===== src/rtl/tbuf_pkg.sv =====
`timescale 1ns/1ps
package tbuf_pkg;

    typedef enum logic [1:0] {
        MODE_FUNC  = 2'd0,
        MODE_TRACE = 2'd1,
        MODE_DUMP  = 2'd2,
        MODE_LOAD  = 2'd3
    } tbuf_mode_e;

    typedef struct packed {
        logic       chg;
        tbuf_mode_e mode;
    } mode_evt_t;

    // Modes whose entry restarts the write pointer and wrap flag.
    function automatic logic restarts_ptr(input tbuf_mode_e m);
        return (m == MODE_TRACE) || (m == MODE_LOAD);
    endfunction

endpackage


===== src/rtl/tbuf_mode_ctrl.sv =====
`timescale 1ns/1ps
module tbuf_mode_ctrl
    import tbuf_pkg::*;
(
    input  logic       clk,
    input  logic       rst,
    input  logic       req_wr,
    input  logic [1:0] req_mode,
    input  logic       busy,
    output tbuf_mode_e mode,
    output mode_evt_t  evt
);

    always_comb begin
        evt.chg  = req_wr && !busy;
        evt.mode = tbuf_mode_e'(req_mode);
    end

    always_ff @(posedge clk) begin
        if (rst)          mode <= MODE_FUNC;
        else if (evt.chg) mode <= evt.mode;
    end

    // no mode change while a dump or partial load is in flight
    assert_mode_hold_R9: assert property (@(posedge clk) disable iff (rst)
        busy |=> $stable(mode));

endmodule


===== src/rtl/tbuf_mem.sv =====
`timescale 1ns/1ps
module tbuf_mem #(
    parameter  int DATA_W = 16,
    parameter  int DEPTH  = 8,
    localparam int AW     = $clog2(DEPTH)
) (
    input  logic              clk,
    input  logic              we,
    input  logic [AW-1:0]     waddr,
    input  logic [DATA_W-1:0] wdata,
    input  logic [AW-1:0]     raddr_a,
    output logic [DATA_W-1:0] rdata_a,
    input  logic [AW-1:0]     raddr_b,
    output logic [DATA_W-1:0] rdata_b
);

    logic [DATA_W-1:0] cells [DEPTH];

    always_ff @(posedge clk) begin
        if (we) cells[waddr] <= wdata;
    end

    assign rdata_a = cells[raddr_a];
    assign rdata_b = cells[raddr_b];

endmodule


===== src/rtl/tbuf_dump_ser.sv =====
`timescale 1ns/1ps
module tbuf_dump_ser #(
    parameter  int DATA_W = 16,
    parameter  int DEPTH  = 8,
    localparam int AW     = $clog2(DEPTH),
    localparam int BW     = $clog2(DATA_W)
) (
    input  logic              clk,
    input  logic              rst,
    input  logic              start,
    input  logic              clear,
    input  logic [AW:0]       entries,
    input  logic [AW-1:0]     first,
    output logic [AW-1:0]     rd_addr,
    input  logic [DATA_W-1:0] rd_word,
    output logic              tdo,
    output logic              active,
    output logic              done
);

    logic [BW-1:0] bit_q;
    logic [AW:0]   rem_q;
    logic          last_bit;

    assign last_bit = (bit_q == BW'(DATA_W - 1));

    always_ff @(posedge clk) begin
        if (rst || clear) begin
            active  <= 1'b0;
            done    <= 1'b0;
            rd_addr <= '0;
            bit_q   <= '0;
            rem_q   <= '0;
        end else if (start && !active) begin
            active  <= (entries != '0);
            done    <= (entries == '0);
            rd_addr <= first;
            bit_q   <= '0;
            rem_q   <= entries;
        end else if (active) begin
            if (last_bit) begin
                bit_q   <= '0;
                rd_addr <= rd_addr + AW'(1);
                rem_q   <= rem_q - (AW+1)'(1);
                if (rem_q == (AW+1)'(1)) begin
                    active <= 1'b0;
                    done   <= 1'b1;
                end
            end else begin
                bit_q <= bit_q + BW'(1);
            end
        end
    end

    assign tdo = active && rd_word[bit_q];

    // a dump that ends on its own always reports done
    assert_done_on_end_R7: assert property (@(posedge clk) disable iff (rst)
        ($fell(active) && !$past(clear)) |-> done);

    // a running dump never has the done flag up
    assert_done_excl_R6: assert property (@(posedge clk) disable iff (rst)
        active |-> !done);

endmodule


===== src/rtl/tbuf_load_des.sv =====
`timescale 1ns/1ps
module tbuf_load_des #(
    parameter  int DATA_W = 16,
    localparam int BW     = $clog2(DATA_W)
) (
    input  logic              clk,
    input  logic              rst,
    input  logic              shift,
    input  logic              clear,
    input  logic              tdi,
    output logic              commit,
    output logic [DATA_W-1:0] word,
    output logic              partial
);

    logic [DATA_W-1:0] hold_q;
    logic [BW-1:0]     cnt_q;

    assign word    = {tdi, hold_q[DATA_W-1:1]};
    assign commit  = shift && (cnt_q == BW'(DATA_W - 1));
    assign partial = (cnt_q != '0);

    always_ff @(posedge clk) begin
        if (rst || clear) begin
            hold_q <= '0;
            cnt_q  <= '0;
        end else if (shift) begin
            hold_q <= word;
            cnt_q  <= commit ? '0 : cnt_q + BW'(1);
        end
    end

    // a committed word leaves no partial word behind
    assert_commit_empty_R8: assert property (@(posedge clk) disable iff (rst)
        commit |=> !partial);

endmodule


===== src/rtl/dbg_trace_ram.sv =====
`timescale 1ns/1ps
module dbg_trace_ram
    import tbuf_pkg::*;
#(
    parameter  int DATA_W = 16,
    parameter  int DEPTH  = 8,
    localparam int AW     = $clog2(DEPTH)
) (
    input  logic              clk,
    input  logic              rst,
    input  logic              mode_wr,
    input  logic [1:0]        mode_req,
    output logic [1:0]        mode_o,
    output logic              busy_o,
    input  logic              func_en,
    input  logic              func_we,
    input  logic [AW-1:0]     func_addr,
    input  logic [DATA_W-1:0] func_wdata,
    output logic [DATA_W-1:0] func_rdata,
    input  logic              trc_valid,
    input  logic [DATA_W-1:0] trc_data,
    output logic              wrap_o,
    input  logic              dump_start,
    output logic              dump_tdo,
    output logic              dump_done,
    input  logic              load_valid,
    input  logic              load_tdi
);

    tbuf_mode_e        mode_q;
    mode_evt_t         evt;
    logic [AW-1:0]     wr_ptr_q;
    logic              wrap_q;
    logic              dump_active, ld_partial, ld_commit;
    logic [DATA_W-1:0] ld_word, func_word, dump_word;
    logic [AW-1:0]     dump_addr;
    logic [AW:0]       entries;
    logic [AW-1:0]     first_addr;
    logic              mem_we, trace_wr, ld_shift;
    logic [AW-1:0]     mem_waddr;
    logic [DATA_W-1:0] mem_wdata;

    assign busy_o = dump_active || ld_partial;
    assign mode_o = mode_q;
    assign wrap_o = wrap_q;

    tbuf_mode_ctrl u_mode (
        .clk(clk), .rst(rst), .req_wr(mode_wr), .req_mode(mode_req),
        .busy(busy_o), .mode(mode_q), .evt(evt)
    );

    assign trace_wr = (mode_q == MODE_TRACE) && trc_valid;
    assign ld_shift = (mode_q == MODE_LOAD) && load_valid;

    always_ff @(posedge clk) begin
        if (rst) begin
            wr_ptr_q <= '0;
            wrap_q   <= 1'b0;
        end else if (evt.chg && restarts_ptr(evt.mode)) begin
            wr_ptr_q <= '0;
            wrap_q   <= 1'b0;
        end else if (trace_wr || ld_commit) begin
            wr_ptr_q <= wr_ptr_q + AW'(1);
            if (wr_ptr_q == AW'(DEPTH - 1)) wrap_q <= 1'b1;
        end
    end

    assign entries    = wrap_q ? (AW+1)'(DEPTH) : {1'b0, wr_ptr_q};
    assign first_addr = wrap_q ? wr_ptr_q : '0;

    always_comb begin
        mem_we    = 1'b0;
        mem_waddr = wr_ptr_q;
        mem_wdata = trc_data;
        unique case (mode_q)
            MODE_FUNC: begin
                mem_we    = func_en && func_we;
                mem_waddr = func_addr;
                mem_wdata = func_wdata;
            end
            MODE_TRACE: mem_we = trc_valid;
            MODE_LOAD: begin
                mem_we    = ld_commit;
                mem_wdata = ld_word;
            end
            MODE_DUMP: mem_we = 1'b0;
        endcase
    end

    tbuf_mem #(.DATA_W(DATA_W), .DEPTH(DEPTH)) u_mem (
        .clk(clk), .we(mem_we), .waddr(mem_waddr), .wdata(mem_wdata),
        .raddr_a(func_addr), .rdata_a(func_word),
        .raddr_b(dump_addr), .rdata_b(dump_word)
    );

    always_ff @(posedge clk) begin
        if (rst)
            func_rdata <= '0;
        else if (mode_q == MODE_FUNC && func_en && !func_we)
            func_rdata <= func_word;
    end

    tbuf_dump_ser #(.DATA_W(DATA_W), .DEPTH(DEPTH)) u_dump (
        .clk(clk), .rst(rst),
        .start((mode_q == MODE_DUMP) && dump_start), .clear(evt.chg),
        .entries(entries), .first(first_addr), .rd_addr(dump_addr),
        .rd_word(dump_word), .tdo(dump_tdo), .active(dump_active),
        .done(dump_done)
    );

    tbuf_load_des #(.DATA_W(DATA_W)) u_load (
        .clk(clk), .rst(rst), .shift(ld_shift), .clear(evt.chg),
        .tdi(load_tdi), .commit(ld_commit), .word(ld_word),
        .partial(ld_partial)
    );

    // wrap rises exactly when the last address has just been filled
    assert_wrap_point_R5: assert property (@(posedge clk) disable iff (rst)
        $rose(wrap_q) |-> ($past(wr_ptr_q) == AW'(DEPTH - 1)));

    // each capture advances the pointer by one
    assert_trace_step_R4: assert property (@(posedge clk) disable iff (rst)
        (trace_wr && !evt.chg) |=> (wr_ptr_q == $past(wr_ptr_q) + AW'(1)));

    // serial output idle outside dump mode
    assert_tdo_idle_R10: assert property (@(posedge clk) disable iff (rst)
        (mode_q != MODE_DUMP) |-> !dump_tdo);

    // read data frozen while the array is borrowed
    assert_func_hold_R3: assert property (@(posedge clk) disable iff (rst)
        (mode_q != MODE_FUNC) |=> $stable(func_rdata));

endmodule


===== config.mk =====
export PLATFORM = sky130hd
export DESIGN_NAME = dbg_trace_ram
export DESIGN_NICKNAME = d
export VERILOG_FILES = /design/src/rtl/tbuf_pkg.sv /design/src/rtl/tbuf_mode_ctrl.sv /design/src/rtl/tbuf_mem.sv /design/src/rtl/tbuf_dump_ser.sv /design/src/rtl/tbuf_load_des.sv /design/src/rtl/dbg_trace_ram.sv
export SDC_FILE = /design/constraint.sdc
export NUM_CORES = 1
export LEC_CHECK = 0
export ABC_AREA = 0
export CORE_MARGIN = 5
export CORE_UTILIZATION = 65
export CTS_CLUSTER_DIAMETER = 60
export CTS_CLUSTER_SIZE = 14
export DETAILED_ROUTE_END_ITERATION = 6
export DONT_BUFFER_PORTS = 1
export GPL_TIMING_DRIVEN = 1
export PLACE_DENSITY = 0.81
export SLEW_MARGIN = 40
export SYNTH_ARGS = -nofsm -noshare
export SYNTH_HDL_FRONTEND = slang
export SYNTH_SLANG_ARGS = --single-unit

===== constraint.sdc =====
create_clock -name clk -period 6.1 [get_ports clk]
set_input_delay 1.83 -clock clk [delete_from_list [all_inputs] [get_ports clk]]
set_output_delay 1.83 -clock clk [all_outputs]
set_load 0.05 [all_outputs]

==> results of run 1 <==
## kinds of logic (layout without fill, tap and decap cells)
kind of cell | count (synthesis) | count (layout)
simple gates | 152 | 152
xor+xnor | 7 | 7
flops | 185 | 185
buf+inv | 55 | 55
compound gates | 119 | 119
mux | 103 | 103
fa+ha+maj | 13 | 13
## worst paths after layout
path / endpoint / cells past startpoint
max: dump_tdo / 5
min reg2reg: u_load.hold_q[9] / 2
min: u_load.hold_q[9] / 2
max reg2reg: u_mem.cells[5][15] / 7
## synth_stat cells, types with 2 or more instances
master       n  area [um^2]
xor2_1       4        35.03
mux4_1       8        210.2
nand2_1     76        285.3
a21boi_0     3        22.52
a22oi_1     24        180.2
edfxtp_1   128         3844
nand3_1      5        25.02
o2bb2ai_1    2        17.52
nand4_1      2        12.51
xnor2_1      3        26.28
clkbuf_1    27        101.4
mux2_2       6        67.56
o32a_1       2        20.02
a31oi_1      4        25.02
a21oi_1     36        180.2
dfxtp_1     57         1141
buf_2       10        50.05
nor2b_1      4        25.02
o21ai_0     19        95.09
and2_1       3        18.77
buf_1        4        15.01
nor2_1      42        157.7
nor4_1       2        12.51
nand2b_1     4        25.02
inv_1       12        45.04
ha_1        13        162.7
a211oi_1    21        157.7
nor3_1       9        45.04
o211ai_1     2        15.01
mux4_2      48         1081
mux2i_1     41        410.4
## per-layer routing
layer	share of wire, %	wire length [um]
met5	0	0
met4	3.6	703
met3	9.5	1862
met2	50	9831
met1	37	7225
## stage by stage
stage          hold WS [ns]  std cells  power, uW  utilization (%)  area [um^2]
4_1_cts              0.4740        810       2685            70.79         9300
2_1_floorplan        0.4368        634       1623                -         8616
3_5_place_dp         0.4629        778       1674            66.56         8745
5_1_grt              0.4989        810       2768            70.86         9309
3_3_place_gp         0.4476        778       1662            66.50         8736
6_report             0.4714        810       2677            70.86         9309
## power by group
part           switching (uW)  total [uW]  leakage (uW)  internal (uW)
sequential               51.0        1450       0.00163           1400
combinational             119         196       0.00109           76.6
clock                     466        1030      0.000259            560
total                     636        2680       0.00298           2040
## flip-flops by register name (all words and copies together) (netlist names), 2 cells and up, named ones only
register,cells
u_mem.cells,128
func_rdata,16
u_load.hold_q,15
u_dump.bit_q,4
u_dump.rem_q,4
u_load.cnt_q,4
u_dump.rd_addr,3
wr_ptr_q,3
u_mode.mode,2
## area by class of cell
class	instances	share of cell area [%]
multi-input combinational	394	36.73
inverter	12	0.4839
tap	176	2.366
sequential	185	53.56
clock inverter	15	1.398
timing repair buffer	11	0.8871
clock buffer	17	4.570
## worst reg2reg max path: cells and delay by family, from the launching register on
kind	cells	cell delay, ns
buffers and inverters	1	0.33
and+or+nand+nor	3	0.94
DFF	1	0.72
AOI/OAI and AO/OA	2	0.58
adders and majority gates	1	0.72
## layout by cell type, fill, tap and decap left out, types with 2 or more instances in the layout
cell / Yosys / layout
edfxtp_1: 128 / 128
nand2_1: 76 / 76
dfxtp_1: 57 / 56
mux4_2: 48 / 48
nor2_1: 42 / 41
mux2i_1: 41 / 41
a21oi_1: 36 / 36
a22oi_1: 24 / 24
a211oi_1: 21 / 21
clkbuf_16: 0 / 17
o21ai_1: 0 / 14
inv_1: 12 / 12
ha_1: 13 / 12
buf_4: 1 / 11
nor3_1: 9 / 9
mux4_1: 8 / 8
mux2_2: 6 / 6
o21ai_0: 19 / 5
nand3_1: 5 / 5
clkinvlp_4: 0 / 5
a31oi_1: 4 / 4
nor2b_1: 4 / 4
xor2_1: 4 / 4
clkinv_4: 0 / 4
and2_1: 3 / 3
nand2b_1: 4 / 3
a21boi_0: 3 / 3
xnor2_1: 3 / 3
clkinv_2: 0 / 3
o32a_1: 2 / 2
o211ai_1: 2 / 2
o2bb2ai_1: 2 / 2
nor4_1: 2 / 2
nand4_1: 2 / 2
==> reports/qor.yml, run 1 <==
cp_top_family: "multiplexers"
syn-num-nets: 693
numCtsBuffers: 17
core-area_um2: 13140
antenna_found_initial: 0
synthArstFlopShare_pct: 0
syn_area_per_cell_um2: 13.59
fillCellCount: 827
p_leak_uw: 0.002982
drive_gt1_share_pct: 16.09
multi_input_area_um2: 3420
synth_top_family_by_area: "multiplexers"
synth.distinct_cells: 44
drv_cap: 0
max_freq_mhz: 196.3
nNetsFinal: 680
cp_data_arrival_time_ns: 3.27
cp.required_ns: 4.27
clock_latency_ns: 0.44
grt_max_degree: 37
wl_per_cell_um: 24.23
cts_root_buf: "clkbuf_16"
postSynthCellCount: 634
io_buffers: 0
yosysWarnings: 0
diodes: 0
grt_usage_pct: 25.48
post_cts_buffers: 0
synthXorXnorAreaFrac_pct: 0.7116
synth_compound_area_share_pct: 8.859
hold_class: "flip-flop to flip-flop"
end_kind: "output port"
ctsResizeCount: 0
finalHoldViolCount: 0
gr-total-overflow: 0
status: "finished with violations"
fin_crit_sh_pct: 83.53
hold_start: "u_load.hold_q[10]"
dp_hpwl_um: 13020
htreeDepth: 4
grt_pass1_wl_um: 30290
relSlewSlack_pct: 47.35
vias_per_cell: 6.835
ys_ff_latch: 185
cp_max_fo: 13
ys.flop_type: "edfxtp_1"
die_area_um2: 15660
yosys.area_share.simple_pct: 7.479
fin_skew_ns: 0.006077
ir_worst_vdd_mv: 0.2156
top_usage_layer: "met2"
die_h_um: 125.1
routabilityCongestion: 0.8377
regToRegSetupSlack_ns: 2.48
seq_area_um2: 4986
crit_type: "flip-flop to output port"
grtUsageMet3_pct: 6.994
grt_pass1_vias: 5364
cp_slowest_cell: "dfxtp_1"
cts_hold_repair.buffers: 0
drt-total-wl_um: 19620
synthMuxAreaShare_pct: 20.53
tns_ns: 0
slew_violations: 0
clk_pin_slew_ns: 0.06
cts_num_sinks: 185
ys_seq_area_share_pct: 57.86
dp_slack_ns: 1.479
syn_area_um2: 8616
path_buf_inv: 0
final_antenna_net_count: 0
remaining_drc_errors: 1
setup_viol: 0
grt_util_met1_pct: 32.75
rows: 42
die_w_um: 125.1
clockBufferDepth: 2
tightest_slew_ns: 0.7845
io-pin-count: 68
grt_use_met2_pct: 41.54
rsz0062_at_grt: "false"
reg2reg_from: "u_mode.mode[1]"
synth_adder_area_share_pct: 1.888
cp_cell_sequence: "mux4_1 -> mux4_2 -> o22ai_1 -> nor3_1 -> o32a_1"
min_period_ns: 5.095
violations: "DRC"
dr.pass1.iters: 7
power.density_nw_per_um2: 287.5
area_delta_synth_final_pct: 8.045
critPathMaxStageDelay_ns: 0.80
vias: 5536
start_util_pct: 65.58
cts_tree: "built"
setup_ws_ns: 1.005
first_iter_violations: 728
synth-edff-count: 128
critPathLaunchType: "flip-flop"
Note: power is estimated with default switching activity, not from simulation.
==> run 2: changes to the inputs <==
--- a/config.mk
+++ b/config.mk
@@ -7,13 +7,13 @@
 export LEC_CHECK = 0
 export ABC_AREA = 0
 export CORE_MARGIN = 5
-export CORE_UTILIZATION = 65
+export CORE_UTILIZATION = 57
 export CTS_CLUSTER_DIAMETER = 60
 export CTS_CLUSTER_SIZE = 14
 export DETAILED_ROUTE_END_ITERATION = 6
 export DONT_BUFFER_PORTS = 1
 export GPL_TIMING_DRIVEN = 1
-export PLACE_DENSITY = 0.81
+export PLACE_DENSITY = 0.75
 export SLEW_MARGIN = 40
 export SYNTH_ARGS = -nofsm -noshare
 export SYNTH_HDL_FRONTEND = slang
==> constraint.sdc (replaced) <==
create_clock -name clk -period 4.3 [get_ports clk]
set_input_delay 1.29 -clock clk [delete_from_list [all_inputs] [get_ports clk]]
set_output_delay 1.29 -clock clk [all_outputs]
set_load 0.05 [all_outputs]
==> reports/qor.yml, run 2 (same netlist as run 1, synthesis figures left out) <==
regToRegSetupSlack_ns: 1.26
fillCellCount: 1086
remaining_drc_errors: 0
drv_cap: 0
power.density_nw_per_um2: 409.4
hold_class: "flip-flop to flip-flop"
critPathLaunchType: "flip-flop"
core-area_um2: 15030
cts_root_buf: "clkbuf_16"
critPathMaxStageDelay_ns: 0.59
end_kind: "output port"
cts_tree: "built"
wl_per_cell_um: 24.13
setup_viol: 0
clk_pin_slew_ns: 0.07
post_cts_buffers: 0
start_util_pct: 57.31
mostFrequentLayoutCell: "edfxtp_1"
clockBufferDepth: 2
diodes: 0
routabilityCongestion: 0.8628
cp_slowest_cell: "mux4_1"
p_leak_uw: 0.003065
cp_max_fo: 22
cp_cell_sequence: "buf_6 -> mux4_1 -> mux2_2 -> o22ai_1 -> nor3_1 -> o32a_1 -> buf_12"
final_antenna_net_count: 0
drt-total-wl_um: 20080
dp_hpwl_um: 13170
dr.pass1.iters: 5
min_period_ns: 4.129
drive_gt1_share_pct: 17.39
mostFrequentLayoutCells: "edfxtp_1, nand2_1, dfxtp_1"
clock_latency_ns: 0.43
top_regs: "u_mem.cells: 128 flops, func_rdata: 16 flops, u_load.hold_q: 15 flops"
crit_type: "flip-flop to output port"
grt_pass1_wl_um: 30690
htreeDepth: 4
area_delta_synth_final_pct: 9.498
cp.required_ns: 3.01
tns_ns: 0
grt_usage_pct: 22.91
die_area_um2: 17670
status: "finished clean"
io_buffers: 0
cp_data_arrival_time_ns: 2.84
regMostFlops: "u_mem.cells"
largest_reg_flops: 128
numCtsBuffers: 17
tightest_slew_ns: 0.8169
cts_hold_repair.buffers: 0
cts_num_sinks: 185
die_h_um: 132.9
relSlewSlack_pct: 45.17
first_iter_violations: 669
slew_violations: 0
die_w_um: 132.9
grt_pass1_vias: 5419
io-pin-count: 68
vias: 5488
finalHoldViolCount: 0
ir_worst_vdd_mv: 0.2860
max_freq_mhz: 242.2
antenna_found_initial: 0
gr-total-overflow: 0
rows: 45
vias_per_cell: 6.596
fin_crit_sh_pct: 96.03
fin_skew_ns: 0.009034
nNetsFinal: 690
grt_max_degree: 37
rsz0062_at_grt: "false"
power_uw: 3862
[run 2: cell type report]
cell class	count	area (um^2)	area share (%)
clock inverters	11	78.83	0.8355
clock buffers	21	503.0	5.332
inverters	12	45.04	0.4775
flip-flops and latches	185	4986	52.85
well taps	188	235.2	2.493
multi-input cells	394	3412	36.17
repair buffers	21	173.9	1.844
[run 2: metrics by stage]
step / utilization (%) / setup slack [ns] / hold WS, ns / area (um^2) / std cells
finish: 62.75 / 0.1709 / 0.4618 / 9434 / 832
global route: 62.75 / 0.05959 / 0.4945 / 9434 / 832
CTS: 62.69 / 0.01136 / 0.4663 / 9424 / 832
detailed placement: 58.79 / 0.3947 / 0.4572 / 8838 / 800
global placement: 58.79 / 0.4544 / 0.4446 / 8838 / 800
floorplan: - / 0.8561 / 0.4368 / 8616 / 634
[run 2: power by group]
part / internal [uW] / switching [uW] / total, uW
clock: 845 / 671 / 1520
sequential: 1990 / 70.0 / 2060
combinational: 116 / 169 / 285
total: 2950 / 910 / 3860
[run 2: worst paths after layout]
kind / startpoint / end / cells after the start
setup / recovery: flip-flop / dump_tdo / 7
hold reg to reg: u_load.hold_q[1] / u_load.hold_q[1] / 2
hold / removal: u_load.hold_q[1] / u_load.hold_q[1] / 2
setup reg to reg: u_mode.mode[1] / u_mem.cells[5][8] / 9
[run 2: layer usage]
layer,part of all wire (%),GRT usage (%),wire (um),vias to the layer above
met4,1.6,6.120,312,0
li1,-,-,-,2446
met1,41,30.26,8197,2792
met5,0,0,0,-
met3,6.0,4.677,1200,28
met2,52,38.97,10370,222
[run 2: what timing repair did]
item / 4_1_cts / 5_1_grt
endpoints found under the hold margin: 0 / 0
gates resized for setup: 1 / 1
setup endpoints to repair: 1 / 1
[run 2: worst max-delay path, delay by kind of cell (launching register included)]
family                 cells  cell delay [ns]
multiplexers               2             0.86
buffers and inverters      2             0.46
AND/OR/NAND/NOR            1             0.08
AO/OA/AOI/OAI              2             0.56
flip-flops                 1             0.45
==> run 3: changes to the inputs <==
--- a/config.mk
+++ b/config.mk
@@ -9,12 +9,11 @@
 export CORE_MARGIN = 5
 export CORE_UTILIZATION = 57
 export CTS_CLUSTER_DIAMETER = 60
-export CTS_CLUSTER_SIZE = 14
 export DETAILED_ROUTE_END_ITERATION = 6
 export DONT_BUFFER_PORTS = 1
 export GPL_TIMING_DRIVEN = 1
 export PLACE_DENSITY = 0.75
-export SLEW_MARGIN = 40
+export SLEW_MARGIN = 20
 export SYNTH_ARGS = -nofsm -noshare
 export SYNTH_HDL_FRONTEND = slang
 export SYNTH_SLANG_ARGS = --single-unit
==> reports/qor.yml, run 3 (same netlist as run 1, synthesis figures left out) <==
hold_slack_ns: 0.4656
rsz0062_at_grt: "false"
grt_usage_pct: 22.87
clockBufferDepth: 2
dr.pass1.iters: 6
critPathLaunchType: "flip-flop"
routabilityCongestion: 0.8628
mostFrequentLayoutCells: "edfxtp_1, nand2_1, dfxtp_1"
nNetsFinal: 690
cp_cell_sequence: "buf_6 -> mux4_1 -> mux2_2 -> o22ai_1 -> nor3_1 -> o32a_1 -> buf_12"
regMostFlops: "u_mem.cells"
clock_power_share_pct: 39.2
min_period_ns: 4.121
clk_pin_slew_ns: 0.07
drive_gt1_share_pct: 17.08
first_iter_violations: 635
cts_num_sinks: 185
critPathMaxStageDelay_ns: 0.58
rows: 45
cts_hold_repair.buffers: 0
cp_data_arrival_time_ns: 2.83
grt_max_degree: 37
setup_viol: 0
hold_class: "flip-flop to flip-flop"
fin_area_um2: 9425
gr-total-overflow: 0
power.density_nw_per_um2: 409.1
cp-endpoint: "dump_tdo"
r2r_end: "u_mem.cells[5][8]"
largest_reg_flops: 128
crit_type: "flip-flop to output port"
grt_pass1_vias: 5415
htreeDepth: 4
vias_per_cell: 6.549
reg2reg_from: "u_mode.mode[1]"
numCtsBuffers: 17
max_freq_mhz: 242.7
io-pin-count: 68
finalHoldViolCount: 0
drv_cap: 0
cp_max_fo: 22
dp_hpwl_um: 13170
p_int_uw: 2951
drt-total-wl_um: 20110
cts_root_buf: "clkbuf_16"
clock_latency_ns: 0.43
start_util_pct: 57.31
io_buffers: 0
wl_per_cell_um: 24.17
p_comb_share_pct: 7.3
grt_pass1_wl_um: 30620
diodes: 0
p_leak_uw: 0.003062
regToRegSetupSlack_ns: 1.26
area_delta_synth_final_pct: 9.396
die_h_um: 132.9
post_cts_buffers: 0
mostFrequentLayoutCell: "edfxtp_1"
tns_ns: 0
switching_share_pct: 23.47
cp.required_ns: 3.01
fin_skew_ns: 0.007638
vias: 5449
top_regs: "u_mem.cells: 128 flops, func_rdata: 16 flops, u_load.hold_q: 15 flops"
cp_slowest_cell: "mux4_1"
final_antenna_net_count: 0
slew_violations: 0
antenna_found_initial: 0
pwr-share-seq_pct: 53.5
die_area_um2: 17670
fin_crit_sh_pct: 95.84
core-area_um2: 15030
die_w_um: 132.9
cts_tree: "built"
tightest_slew_ns: 1.011
ir_worst_vdd_mv: 0.2844
remaining_drc_errors: 0
status: "finished clean"
p_switching_uw: 904.9
end_kind: "output port"
relSlewSlack_pct: 31.88
placed_area_um2: 8838
rr_worst_depth: 9
## run 3: through the flow
| stage | utilization (%) | worst slack, ns | std cells | power [uW] |
|---|---|---|---|---|
| floorplan | - | 0.8561 | 634 | 2303 |
| global placement | 58.79 | 0.4544 | 800 | 2368 |
| detailed placement | 58.79 | 0.3947 | 800 | 2381 |
| CTS | 62.69 | 0.01136 | 832 | 3876 |
| global route | 62.70 | 0.05959 | 832 | 3973 |
| finish | 62.70 | 0.1791 | 832 | 3856 |
## run 3: layer usage
metal / share of wire (%) / GRT usage, % / routed length (um) / vias up
met3: 6.6 / 4.677 / 1321 / 18
met4: 1.4 / 6.236 / 287 / 0
met1: 41 / 30.13 / 8194 / 2774
li1: - / - / - / 2446
met5: 0 / 0 / 0 / -
met2: 51 / 38.91 / 10300 / 211
## run 3: cell type report
cell class | count | area (um^2)
fillers | 1087 | 5608
flip-flops and latches | 185 | 4986
multi-input cells | 394 | 3403
clock buffers | 21 | 503.0
well taps | 188 | 235.2
clock inverters | 11 | 78.83
repair buffers | 21 | 173.9
inverters | 12 | 45.04
## run 3: worst min-delay path by stage
stage / startpoint / to / slack, ns / depth (start not counted)
floorplan: u_load.hold_q[1] / u_load.hold_q[1] / 0.44 / 2
CTS: u_load.hold_q[1] / u_load.hold_q[1] / 0.47 / 2
global placement: u_load.hold_q[1] / u_load.hold_q[1] / 0.44 / 2
finish: u_load.hold_q[1] / u_load.hold_q[1] / 0.47 / 2
global route: u_load.hold_q[3] / u_load.hold_q[3] / 0.49 / 2
detailed placement: u_load.hold_q[1] / u_load.hold_q[1] / 0.46 / 2
## run 3: power by group through the flow
stage | registers, uW | logic (uW) | clock network (uW)
after CTS | 2060 | 282 | 1530
after global placement | 2100 | 270 | 0
after floorplan | 2090 | 214 | 0
after global routing | 2070 | 304 | 1600
after detailed placement | 2100 | 281 | 0
final | 2060 | 283 | 1510
## run 3: worst max-delay path, delay by kind of cell (launching register included)
| family | cells | cell delay [ns] |
|---|---|---|
| simple gates | 1 | 0.08 |
| flops | 1 | 0.45 |
| mux | 2 | 0.85 |
| compound gates | 2 | 0.55 |
| buf+inv | 2 | 0.47 |
## run 3: what timing repair did
item,4_1_cts,5_1_grt
setup endpoints to repair,1,1
cloned,0,0
hold endpoints to repair,0,0
gates resized for setup,1,1
